[src/rtl/wsr_pkg.sv]
package wsr_pkg;
    typedef enum logic [1:0] {
        RS_IDLE  = 2'd0,
        RS_ARRAY = 2'd1,
        RS_POLL  = 2'd2
    } rd_state_t;
endpackage

[src/rtl/wsr_seq.sv]
module wsr_seq
    import wsr_pkg::*;
(
    input  logic      clk,
    input  logic      rst_n,
    input  logic      rd_qual,
    input  logic      busy,
    output rd_state_t state,
    output logic      drive,
    output logic      poll_end
);
    rd_state_t state_nx;

    always_ff @(posedge clk or negedge rst_n) begin
        if (!rst_n) state <= RS_IDLE;
        else        state <= state_nx;
    end

    always_comb begin
        state_nx = state;
        unique case (state)
            RS_IDLE:  state_nx = rd_qual ? (busy ? RS_POLL : RS_ARRAY) : RS_IDLE;
            RS_ARRAY: state_nx = rd_qual ? (busy ? RS_POLL : RS_ARRAY) : RS_IDLE;
            RS_POLL:  state_nx = rd_qual ? (busy ? RS_POLL : RS_ARRAY) : RS_IDLE;
            default:  state_nx = RS_IDLE;
        endcase
    end

    always_comb begin
        drive    = 1'b0;
        poll_end = 1'b0;
        unique case (state)
            RS_IDLE:  drive = 1'b0;
            RS_ARRAY: drive = 1'b1;
            RS_POLL:  begin
                drive    = 1'b1;
                poll_end = !rd_qual;
            end
            default:  drive = 1'b0;
        endcase
    end

    AST_OE_RISE: assert property (@(posedge clk) disable iff (!rst_n)
        rd_qual |=> drive);
    AST_OE_FALL: assert property (@(posedge clk) disable iff (!rst_n)
        !rd_qual |=> !drive);
    AST_POLL_MODE: assert property (@(posedge clk) disable iff (!rst_n)
        (rd_qual && busy) |=> (state == RS_POLL));
endmodule

[src/rtl/wsr_toggle.sv]
module wsr_toggle (
    input  logic clk,
    input  logic rst_n,
    input  logic advance,
    output logic tog
);
    always_ff @(posedge clk or negedge rst_n) begin
        if (!rst_n)       tog <= 1'b0;
        else if (advance) tog <= ~tog;
    end

    AST_TOG_FLIP: assert property (@(posedge clk) disable iff (!rst_n)
        advance |=> (tog != $past(tog)));
    AST_TOG_HOLD: assert property (@(posedge clk) disable iff (!rst_n)
        !advance |=> $stable(tog));
endmodule

[src/rtl/wsr_outreg.sv]
module wsr_outreg #(
    parameter int DATA_W = 8
) (
    input  logic              clk,
    input  logic              rst_n,
    input  logic              rd_qual,
    input  logic              busy,
    input  logic              tog,
    input  logic [DATA_W-1:0] last_wr_data,
    input  logic [DATA_W-1:0] arr_data,
    output logic [DATA_W-1:0] dout
);
    localparam int STAT_BIT = DATA_W - 1;
    localparam int TOG_BIT  = DATA_W - 2;

    logic [DATA_W-1:0] status_word;
    logic [DATA_W-1:0] next_word;

    always_comb begin
        status_word           = last_wr_data;
        status_word[STAT_BIT] = ~last_wr_data[STAT_BIT];
        status_word[TOG_BIT]  = tog;
    end

    always_comb begin
        if (!rd_qual)  next_word = '0;
        else if (busy) next_word = status_word;
        else           next_word = arr_data;
    end

    always_ff @(posedge clk or negedge rst_n) begin
        if (!rst_n) dout <= '0;
        else        dout <= next_word;
    end

    AST_STAT_INV: assert property (@(posedge clk) disable iff (!rst_n)
        (rd_qual && busy) |=> (dout[STAT_BIT] == ~$past(last_wr_data[STAT_BIT])));
    AST_LOW_BITS: assert property (@(posedge clk) disable iff (!rst_n)
        (rd_qual && busy) |=> (dout[TOG_BIT-1:0] == $past(last_wr_data[TOG_BIT-1:0])));
    AST_TRUE_DATA: assert property (@(posedge clk) disable iff (!rst_n)
        (rd_qual && !busy) |=> (dout == $past(arr_data)));
    AST_HIZ_ZERO: assert property (@(posedge clk) disable iff (!rst_n)
        !rd_qual |=> (dout == '0));
endmodule

[src/rtl/wsr_read_path.sv]
module wsr_read_path #(
    parameter int DATA_W = 8,
    parameter int ADDR_W = 15
) (
    input  logic              clk,
    input  logic              rst_n,
    input  logic              ce_n,
    input  logic              oe_n,
    input  logic              we_n,
    input  logic [ADDR_W-1:0] addr,
    input  logic              busy,
    input  logic [DATA_W-1:0] last_wr_data,
    output logic [ADDR_W-1:0] arr_addr,
    input  logic [DATA_W-1:0] arr_data,
    output logic [DATA_W-1:0] dout,
    output logic              dout_oe
);
    import wsr_pkg::*;

    logic      rd_qual;
    logic      poll_end;
    logic      tog;
    rd_state_t state;

    assign rd_qual  = !ce_n && !oe_n && we_n;
    assign arr_addr = addr;

    wsr_seq u_seq (
        .clk      (clk),
        .rst_n    (rst_n),
        .rd_qual  (rd_qual),
        .busy     (busy),
        .state    (state),
        .drive    (dout_oe),
        .poll_end (poll_end)
    );

    wsr_toggle u_tog (
        .clk     (clk),
        .rst_n   (rst_n),
        .advance (poll_end),
        .tog     (tog)
    );

    wsr_outreg #(.DATA_W(DATA_W)) u_out (
        .clk          (clk),
        .rst_n        (rst_n),
        .rd_qual      (rd_qual),
        .busy         (busy),
        .tog          (tog),
        .last_wr_data (last_wr_data),
        .arr_data     (arr_data),
        .dout         (dout)
    );

    AST_RESET_QUIET: assert property (@(posedge clk)
        !rst_n |-> (!dout_oe && dout == '0));
    AST_DRIVE_STATE: assert property (@(posedge clk) disable iff (!rst_n)
        dout_oe |-> (state != RS_IDLE));
endmodule

[config.mk]
export PLATFORM = sky130hd
export DESIGN_NAME = wsr_read_path
export DESIGN_NICKNAME = d
export VERILOG_FILES = /design/src/rtl/wsr_pkg.sv /design/src/rtl/wsr_seq.sv /design/src/rtl/wsr_toggle.sv /design/src/rtl/wsr_outreg.sv /design/src/rtl/wsr_read_path.sv
export SDC_FILE = /design/constraint.sdc
export NUM_CORES = 1
export LEC_CHECK = 0
export ABC_CLOCK_PERIOD_IN_PS = 1300
export BUFFER_PORTS_ARGS = -buffer_cell sky130_fd_sc_hd__buf_2
export CORE_ASPECT_RATIO = 1.2
export CORE_MARGIN = 2
export CORE_UTILIZATION = 34
export DETAILED_ROUTE_END_ITERATION = 8
export PLACE_DENSITY = 0.77
export SETUP_SLACK_MARGIN = 0.05
export SLEW_MARGIN = 20
export SYNTH_ARGS = -nofsm -noshare
export SYNTH_HDL_FRONTEND = slang
export SYNTH_SLANG_ARGS = --single-unit
export TNS_END_PERCENT = 1
[constraint.sdc]
create_clock -name clk -period 1.3 [get_ports clk]
set_input_delay 0 -clock clk [delete_from_list [all_inputs] [get_ports clk]]
set_output_delay 0 -clock clk [all_outputs]
set_load 0.01 [all_outputs]
Word-level counts from Yosys, hierarchy flattened
Cells that the tools add are included.
{ "classes": {"bitwise": 2, "n_mux": 7, "reduce_logical": 8, "eq_ne": 2} }
{ "ops": {"columns": ["op", "n"], "rows": [
  ["$mux 8", 2],
  ["$mux 2", 3],
  ["$logic_not 1->1", 3],
  ["$reduce_or 3->1", 1],
  ["$eq 2x1->1 const B", 1],
  ["$eq 2x2->1 const B", 1],
  ["$logic_and 1x1->1", 2],
  ["$logic_not 2->1", 1],
  ["$mux 1", 2],
  ["$not 1->1", 2],
  ["$reduce_or 2->1", 1]
]} }
{ "totals": {"output_inout_bits": 24, "reg_bits": 11, "elab_cells": 22, "inputBits": 37} }

Depth between registers and ports, before layout
Gate-level depths: netlist of the first run.
{ "depth": {"depth_word": 5, "mapped_depth": 4, "mapped_depth_nobuf": 4} }

Modules after synthesis
Synthesis of the first run repeated with hierarchy kept, for this count alone.
{ "hier_totals": {"cells_unflattened": 52, "hier_area_um2": 608.1} }
{ "modules_own_cells": {"columns": ["mod", "area_per_inst_um2", "instances", "cells_each", "seq_area_each_um2"], "rows": [
  ["wsr_outreg", 339.1, 1, 25, 200.2],
  ["wsr_read_path", 125.1, 1, 16, 0.0],
  ["wsr_seq", 110.1, 1, 9, 50.0],
  ["wsr_toggle", 33.8, 1, 2, 25.0]
]} }

Worst setup path before layout of the first run
Ideal clock, no wire load.
{ "synth_timing": {"path_kind": "register to register", "startpoint": "register u_seq.state[0]", "endpoint": "register u_tog.tog", "path_stages_with_launch": 5, "path_slack_ps": 237, "required_ps": 1176, "arrival_ps": 940, "path_buffers": 0, "synth_period_minus_slack_ps": 1063, "setup_ps": 124, "path_cell_list": "dfrtp_1 inv_1 ha_1 nor2b_1 a211o_1"} }
{ "synth_between": {"elab_chain_cells": 2} }
{ "synth_lines": {"columns": ["element", "line_no", "text"], "rows": [
  ["from (decl)", "wsr_seq.sv:8", "output rd_state_t state,"],
  ["from (signal assigned)", "wsr_seq.sv:16", "else state <= state_nx;"],
  ["$eq 2x2->1", "wsr_seq.sv:32", "unique case (state)"],
  ["$mux 1", "wsr_seq.sv:32", null],
  ["to (signal assigned)", "wsr_toggle.sv:9", "else if (advance) tog <= ~tog;"],
  ["to (decl)", "wsr_toggle.sv:5", "output logic tog"]
]} }
Every way passes these cells.
A chain may end at the register's enable or synchronous reset.

Worst setup path after layout of the first run
{ "layout_timing": {"startpoint": "input ce_n", "endpoint": "register u_tog.tog"} }
{ "layout_between": {"elab_chain_cells": 5} }
{ "layout_lines": {"columns": ["element", "line_no", "text"], "rows": [
  ["from (decl)", "wsr_read_path.sv:7", "input logic ce_n,"],
  ["$logic_not 1->1", "wsr_read_path.sv:25", "assign rd_qual = !ce_n && !oe_n && we_n;"],
  ["$logic_and 1x1->1 (2 in a row)", "wsr_read_path.sv:25", null],
  ["$logic_not 1->1", null, null],
  ["$mux 1", "wsr_seq.sv:32", null]
]} }
Every way passes these cells.

==> results.tsv, run 1 <==
stage	metric	value	unit
run_status	status	finished, final reports clean	
clock_tree	Num CTS Buffers	3	
worst_setup_path	CP max stage delay	0.54	ns
global_route	vias in the first global route	468	
synthesis	cells after synthesis	56	
sta	worst slew pin tran	0.273	ns
routing	Starting DRT DRC Count	1	
flow_run	Max Cap Viol	0	
worst_setup_path	CP max-delay cell	dlygate4sd3_1	
routing	number of remaining DRC errors	0	
power	Power Dens Cells	887	nW/um2
layout	commonest non-fill, non-tap cell in the layout	buf_2	
worst_setup_path	worst-path fanout max	4	
floorplan	num rows	16	
global_route	largest net degree at the start of global routing	12	
layout	fill count	161	
clock_tree	clock latency at the later pin of the worst-skew pair	0.26	ns
sta	relative slew slack	81.8	%
power	Comb pwr share	21.4	%
routing	ANT nets after route	0	
floorplan	I/O pin total	61	
routing	drt pass-1 iters	2	
synthesis	syn nets	95	
layout	fin cells	109	
floorplan	die area	2140	um2
sta	Clock Skew	0.00145	ns
global_route	grt total ovfl	0	
floorplan	initial core utilization	36.6	%
power	peak supply drop	0.000397	V
place	Final HPWL DP	911	um
routing	final wirelength	1.22	mm
synthesis	Yosys warnings	0	
synthesis	synth unique cells	16	
sta	Final period util	95.4	%
layout	ratio of cells with drive above 1 in the final layout	37.4	%
worst_setup_path	critical path cell sequence	dlygate4sd3_1 > buf_2 > or3b_1 > a211o_1	
place	Port Buf Inserts	29	
layout	P&R area growth vs syn	41.6	%
power	sw frac	23.3	%
power	Net Sw Power	0.178	mW
sta	maximum clock frequency	0.806	GHz
global_route	initial antenna violation count	0	
sta	TNS Setup	0	ns
clock_tree	clock sink count	11	
worst_hold_path	Hold Crit Class	in2out	
floorplan	Die Y	50.3	um
place	GP Congestion	0.710	
sta	final hold vios	0	
power	P_leak	0.474	nW
routing	DR vias	502	
clock_tree	root cell of the clock tree	clkbuf_4	
worst_setup_path	Worst EP required	1.44	ns
worst_hold_path	Hold Path Depth	0	
sta	min cycle time layout	1.24	ns
routing	wire per inst	11.2	um
synthesis	Seq cells post-synth	11	
sta	Slew Viols, Final	0	
floorplan	core area	1660	um2
layout	Register Area	275	um2
power	Pint	0.586	mW
worst_setup_path	CP endpoint kind	register	
global_route	gr usage total	11.7	%
synthesis	Synth Cell Area	608	um2
sta	worst hold slack	0.00000394	ns
routing	Via-to-Cell Ratio	4.61	
power	Tot Pwr	0.763	mW
worst_setup_path	CP arrival	1.38	ns
clock_tree	CTS tree	done	
worst_setup_path	Crit Path Category	in2reg	
clock_tree	htree depth	1	
worst_setup_path	Reg2Reg Depth	4	
layout	n_diodes	0	
synthesis	syn_area_per_cell	10.9	um2
clock_tree	clock tree buffer depth	2	
layout	utilization after layout	51.8	%
floorplan	Die Wd	42.6	um
clock_tree	clock-pin slew on the worst setup and hold paths	0.07	ns
global_route	first-pass GRT wire length	1.86	mm
place	dpl cells	87	
sta	final setup vio count	0	
synthesis	post-synthesis sequential area ratio	45.3	%
worst_setup_path	startpoint types	primary input	
power	clock share of power	29.1	%
power	Reg power frac	49.5	%
layout	commonest non-fill, non-tap cells in the layout	buf_2 (29), dlygate4sd3_1 (18), dfrtp_1 (11), nor2_1 (8), mux2i_1 (7)	
sta	RSZ-0062 raised after global routing	no	
layout	final net count	131	
layout	area of the multi-input gates	196	um2
-- cell usage after synthesis --
master | number | share of area (%)
a211o_1 | 1 | 1.4
dfrtp_1 | 11 | 45
nor4b_1 | 1 | 1.4
mux2i_1 | 7 | 12
buf_6 | 1 | 1.9
or3b_1 | 1 | 1.4
nor2b_1 | 2 | 2.1
nor4_1 | 1 | 1.0
nand2b_1 | 1 | 1.0
inv_1 | 2 | 1.2
buf_4 | 15 | 19
nor2_1 | 8 | 4.9
and4bb_2 | 1 | 2.1
buf_2 | 1 | 0.82
a211oi_1 | 1 | 1.2
ha_1 | 2 | 4.1
-- cell type report --
cell class | instances | share of cell area (%)
Clock buffer | 4 | 3.05
Timing Repair Buffer | 48 | 38.7
Sequential cell | 11 | 32.0
Inverter | 2 | 0.872
Tap cell | 18 | 2.62
Multi-Input combinational cell | 26 | 22.8
-- layer usage --
metal | global-route usage, % | share of wire (%) | wire length [um]
met5 | 0 | 0 | 0
met4 | 7.81 | 2.6 | 32
met2 | 20.5 | 49 | 595
met1 | 11.7 | 37 | 453
met3 | 3.60 | 12 | 142
-- path summary, 6_finish.rpt --
check                          startpoint             to  slack (ns)
setup / recovery                     ce_n      u_tog.tog        0.06
hold / removal                   addr[12]   arr_addr[12]    0.000004
setup reg to reg           u_seq.state[0]      u_tog.tog        0.15
hold reg to reg                 u_tog.tog  u_out.dout[6]        0.61
max in group asynchronous           rst_n  u_out.dout[4]        0.95
min in group asynchronous           rst_n  u_out.dout[0]        0.15
-- metrics by stage --
stage               setup WS, ns  area, um2
floorplan                  0.237        608
global placement           0.228        654
detailed placement         0.158        654
CTS                       0.0695        861
global route              0.0553        861
finish                    0.0593        861
-- power by group through the flow --
stage,clock network [mW],logic (mW),registers (mW)
CTS,0.234,0.166,0.379
finish,0.222,0.163,0.378
global placement,0,0.112,0.383
global route,0.253,0.179,0.381
floorplan,0,0.106,0.385
detailed placement,0,0.118,0.386
-- kinds of logic after synthesis --
group                      share of synthesized area (%)
DFF                                                 45.3
muxes                                               11.5
adders and majority gates                           4.11
and+or+nand+nor                                     14.0
AOI/OAI and AO/OA                                   2.68
buffers and inverters                               22.4
-- state kept, by name, summed over array words and instances (netlist names) --
name	count
u_out.dout	8
u_seq.state	2
u_tog.tog	1
-- worst max-delay path, delay by kind of cell --
| kind | cells | cell delay, ns |
|---|---|---|
| AND/OR/NAND/NOR | 1 | 0.42 |
| buffers and inverters | 2 | 0.68 |
| AO/OA/AOI/OAI | 1 | 0.28 |
-- timing repair --
item	in CTS	in global routing
setup buffers	0	0
hold buffers	18	0
resized for setup	0	0
endpoints found under the hold margin	21	0
No activity file was read; power rests on OpenSTA's default activity.
==> run 2, diff against run 1 <==
--- a/config.mk
+++ b/config.mk
@@ -12,7 +12,7 @@
 export CORE_UTILIZATION = 34
 export DETAILED_ROUTE_END_ITERATION = 8
 export PLACE_DENSITY = 0.77
-export SETUP_SLACK_MARGIN = 0.05
+export SETUP_SLACK_MARGIN = 0.15
 export SLEW_MARGIN = 20
 export SYNTH_ARGS = -nofsm -noshare
 export SYNTH_HDL_FRONTEND = slang
==> run 2 against run 1 <==
- count of clock-buffer cells in the layout unchanged
- via count grew 0.20%
- final cell count did not move
- core utilization did not move
- worst hold slack is essentially flat
- power down 0.55%
- sequential power hardly changed
- largest cell class unchanged
- fmax grew 11%
- sequential cell count stayed put
- sequential share of layout area is the same
==> results.tsv, run 2 (synthesized netlist as in run 1, its figures left out) <==
stage	metric	value	unit	change
run_status	status	finished, final reports clean		
routing	wire per inst	11.8	um	+5.0%
place	Final HPWL DP	911	um	unchanged
worst_setup_path	worst-path fanout max	2		-2
clock_tree	CTS tree	done		
place	area post-placement	654	um2	unchanged
routing	Starting DRT DRC Count	3		+2
global_route	vias in the first global route	483		+3.2%
worst_setup_path	Crit Path Category	reg2reg		
global_route	largest net degree at the start of global routing	12		unchanged
worst_setup_path	R2R Path Start	u_seq.state[0]		
worst_hold_path	Hold Path End	arr_addr[12]		
place	dpl cells	87		unchanged
layout	max reg flops	8		unchanged
power	Power Dens Cells	882	nW/um2	-0.55%
sta	Clock Skew	0.000149	ns	-0.00130 ns
worst_setup_path	Reg2Reg Depth	4		unchanged
worst_setup_path	CP endpoint kind	register		
sta	final hold vios	0		unchanged
worst_hold_path	Hold Path Depth	0		unchanged
routing	number of remaining DRC errors	0		unchanged
worst_setup_path	Worst EP required	1.44	ns	about the same
worst_setup_path	CP arrival	1.26	ns	-0.12 ns
layout	commonest non-fill, non-tap cells in the layout	buf_2 (29), dlygate4sd3_1 (18), dfrtp_1 (11), nor2_1 (8), mux2i_1 (7)		
sta	relative slew slack	81.4	%	-0.43 points
global_route	initial antenna violation count	0		unchanged
clock_tree	clock sink count	11		unchanged
global_route	met1 usage	12.1	%	+0.45 points
worst_hold_path	Hold Startpoint	addr[12]		
global_route	gr usage total	12.6	%	+0.90 points
worst_setup_path	delay-heaviest family, CP	flip-flops		
routing	drt pass-1 iters	3		+1
worst_setup_path	CP max stage delay	0.37	ns	-0.17 ns
floorplan	die area	2140	um2	unchanged
sta	Slew Viols, Final	0		unchanged
floorplan	initial core utilization	36.6	%	unchanged
worst_setup_path	critical path cell sequence	inv_1 > ha_1 > nor2b_1 > a211o_1		
sta	min cycle time layout	1.11	ns	-0.126 ns
sta	RSZ-0062 raised after global routing	yes		
floorplan	num rows	16		unchanged
sta	Final period util	85.8	%	-9.7 points
global_route	first-pass GRT wire length	1.99	mm	+6.7%
global_route	grt total ovfl	0		unchanged
layout	n_diodes	0		unchanged
layout	ratio of cells with drive above 1 in the final layout	37.4	%	unchanged
clock_tree	root cell of the clock tree	clkbuf_4		
global_route	met2 usage	23.1	%	+2.6 points
clock_tree	Num CTS Buffers	3		unchanged
worst_setup_path	WP buf/inv	1		-1
place	GP Congestion	0.710		unchanged
sta	maximum clock frequency	0.897	GHz	+11%
global_route	M3 GR Usage	3.60	%	unchanged
power	peak supply drop	0.000425	V	+7.1%
layout	fin cells	109		unchanged
floorplan	core area	1660	um2	unchanged
layout	commonest non-fill, non-tap cell in the layout	buf_2		
clock_tree	clock tree buffer depth	2		unchanged
layout	design area	861	um2	unchanged
sta	worst slew pin tran	0.279	ns	+0.00651 ns
worst_setup_path	startpoint types	register		
layout	P&R area growth vs syn	41.6	%	unchanged
routing	ANT nets after route	0		unchanged
worst_hold_path	Hold Crit Class	in2out		
global_route	GRT busiest layer	met2		
routing	Via-to-Cell Ratio	4.61		+0.20%
power	P_leak	0.474	nW	about the same
layout	Largest Register	u_out.dout		
worst_setup_path	r2r endpoint	u_tog.tog		
flow_run	Max Cap Viol	0		unchanged
clock_tree	clock-pin slew on the worst setup and hold paths	0.07	ns	about the same
floorplan	Die Wd	42.6	um	unchanged
clock_tree	htree depth	1		unchanged
sta	final setup vio count	0		unchanged
clock_tree	clock latency at the later pin of the worst-skew pair	0.26	ns	about the same
floorplan	Die Y	50.3	um	unchanged
layout	top flop regs	u_out.dout: 8 flops, u_seq.state: 2 flops, u_tog.tog: 1 flops		
worst_setup_path	CP max-delay cell	dfrtp_1		
layout	final net count	131		unchanged
place	Port Buf Inserts	29		unchanged
worst_setup_path	FF-to-FF setup slack	0.19	ns	+0.04 ns
floorplan	I/O pin total	61		unchanged
routing	final wirelength	1.29	mm	+5.0%
sta	TNS Setup	0	ns	unchanged
routing	DR vias	503		+0.20%
==> run 2: stage by stage <==
stage / util, % / total power [mW] / setup slack, ns / hold slack [ns]
after global routing: 51.8 / 0.807 / 0.122 / 0.0000185
after global placement: 39.4 / 0.495 / 0.228 / -0.125
final: 51.8 / 0.759 / 0.185 / 0.00000393
after floorplan: - / 0.491 / 0.237 / -0.296
after detailed placement: 39.4 / 0.504 / 0.158 / -0.118
after CTS: 51.8 / 0.773 / 0.174 / 0.0000686
==> run 2: where the power goes <==
part / switching (mW) / leakage (nW) / internal, mW
Clock: 0.104 / 0.0150 / 0.118
Sequential: 0.0155 / 0.148 / 0.363
Combinational: 0.0593 / 0.311 / 0.0981
==> run 2: worst register-to-register path, cell delays in order (launching register included) <==
cell and delay, ns:
dfrtp_1 0.37, inv_1 0.05, ha_1 0.19, nor2b_1 0.13, a211o_1 0.26
==> run 2: routing by layer <==
layer | up-vias | share of wire [%]
met5 | - | 0
met4 | 0 | 2.5
met3 | 8 | 10
met2 | 29 | 49
met1 | 228 | 38
li1 | 238 | -
==> run 2: worst max-delay path by stage <==
stage	startpoint	end	slack, ns	cells after the start
2_1_floorplan	u_seq.state[0]	u_tog.tog	0.24	4
3_3_place_gp	u_seq.state[0]	u_tog.tog	0.23	4
3_5_place_dp	u_seq.state[0]	u_tog.tog	0.16	4
4_1_cts	u_seq.state[0]	dout_oe	0.17	4
5_1_grt	u_seq.state[0]	dout_oe	0.12	4
6_report	u_seq.state[0]	u_tog.tog	0.19	4
==> run 2: final cells by class <==
class | count | area (um2)
Clock buffer | 4 | 26.3
Fill cell | 154 | 801
Inverter | 2 | 7.51
Multi-Input combinational cell | 26 | 196
Sequential cell | 11 | 275
Tap cell | 18 | 22.5
Timing Repair Buffer | 48 | 333
==> run 2: repair_timing <==
action                                  in CTS  in global routing
hold buffers                                18                  0
endpoints found under the hold margin       21                  0
endpoints found under the setup margin       1                  2
buffers inserted                             0                  0
pin swaps                                    1                  1
gates resized for setup                      0                  0
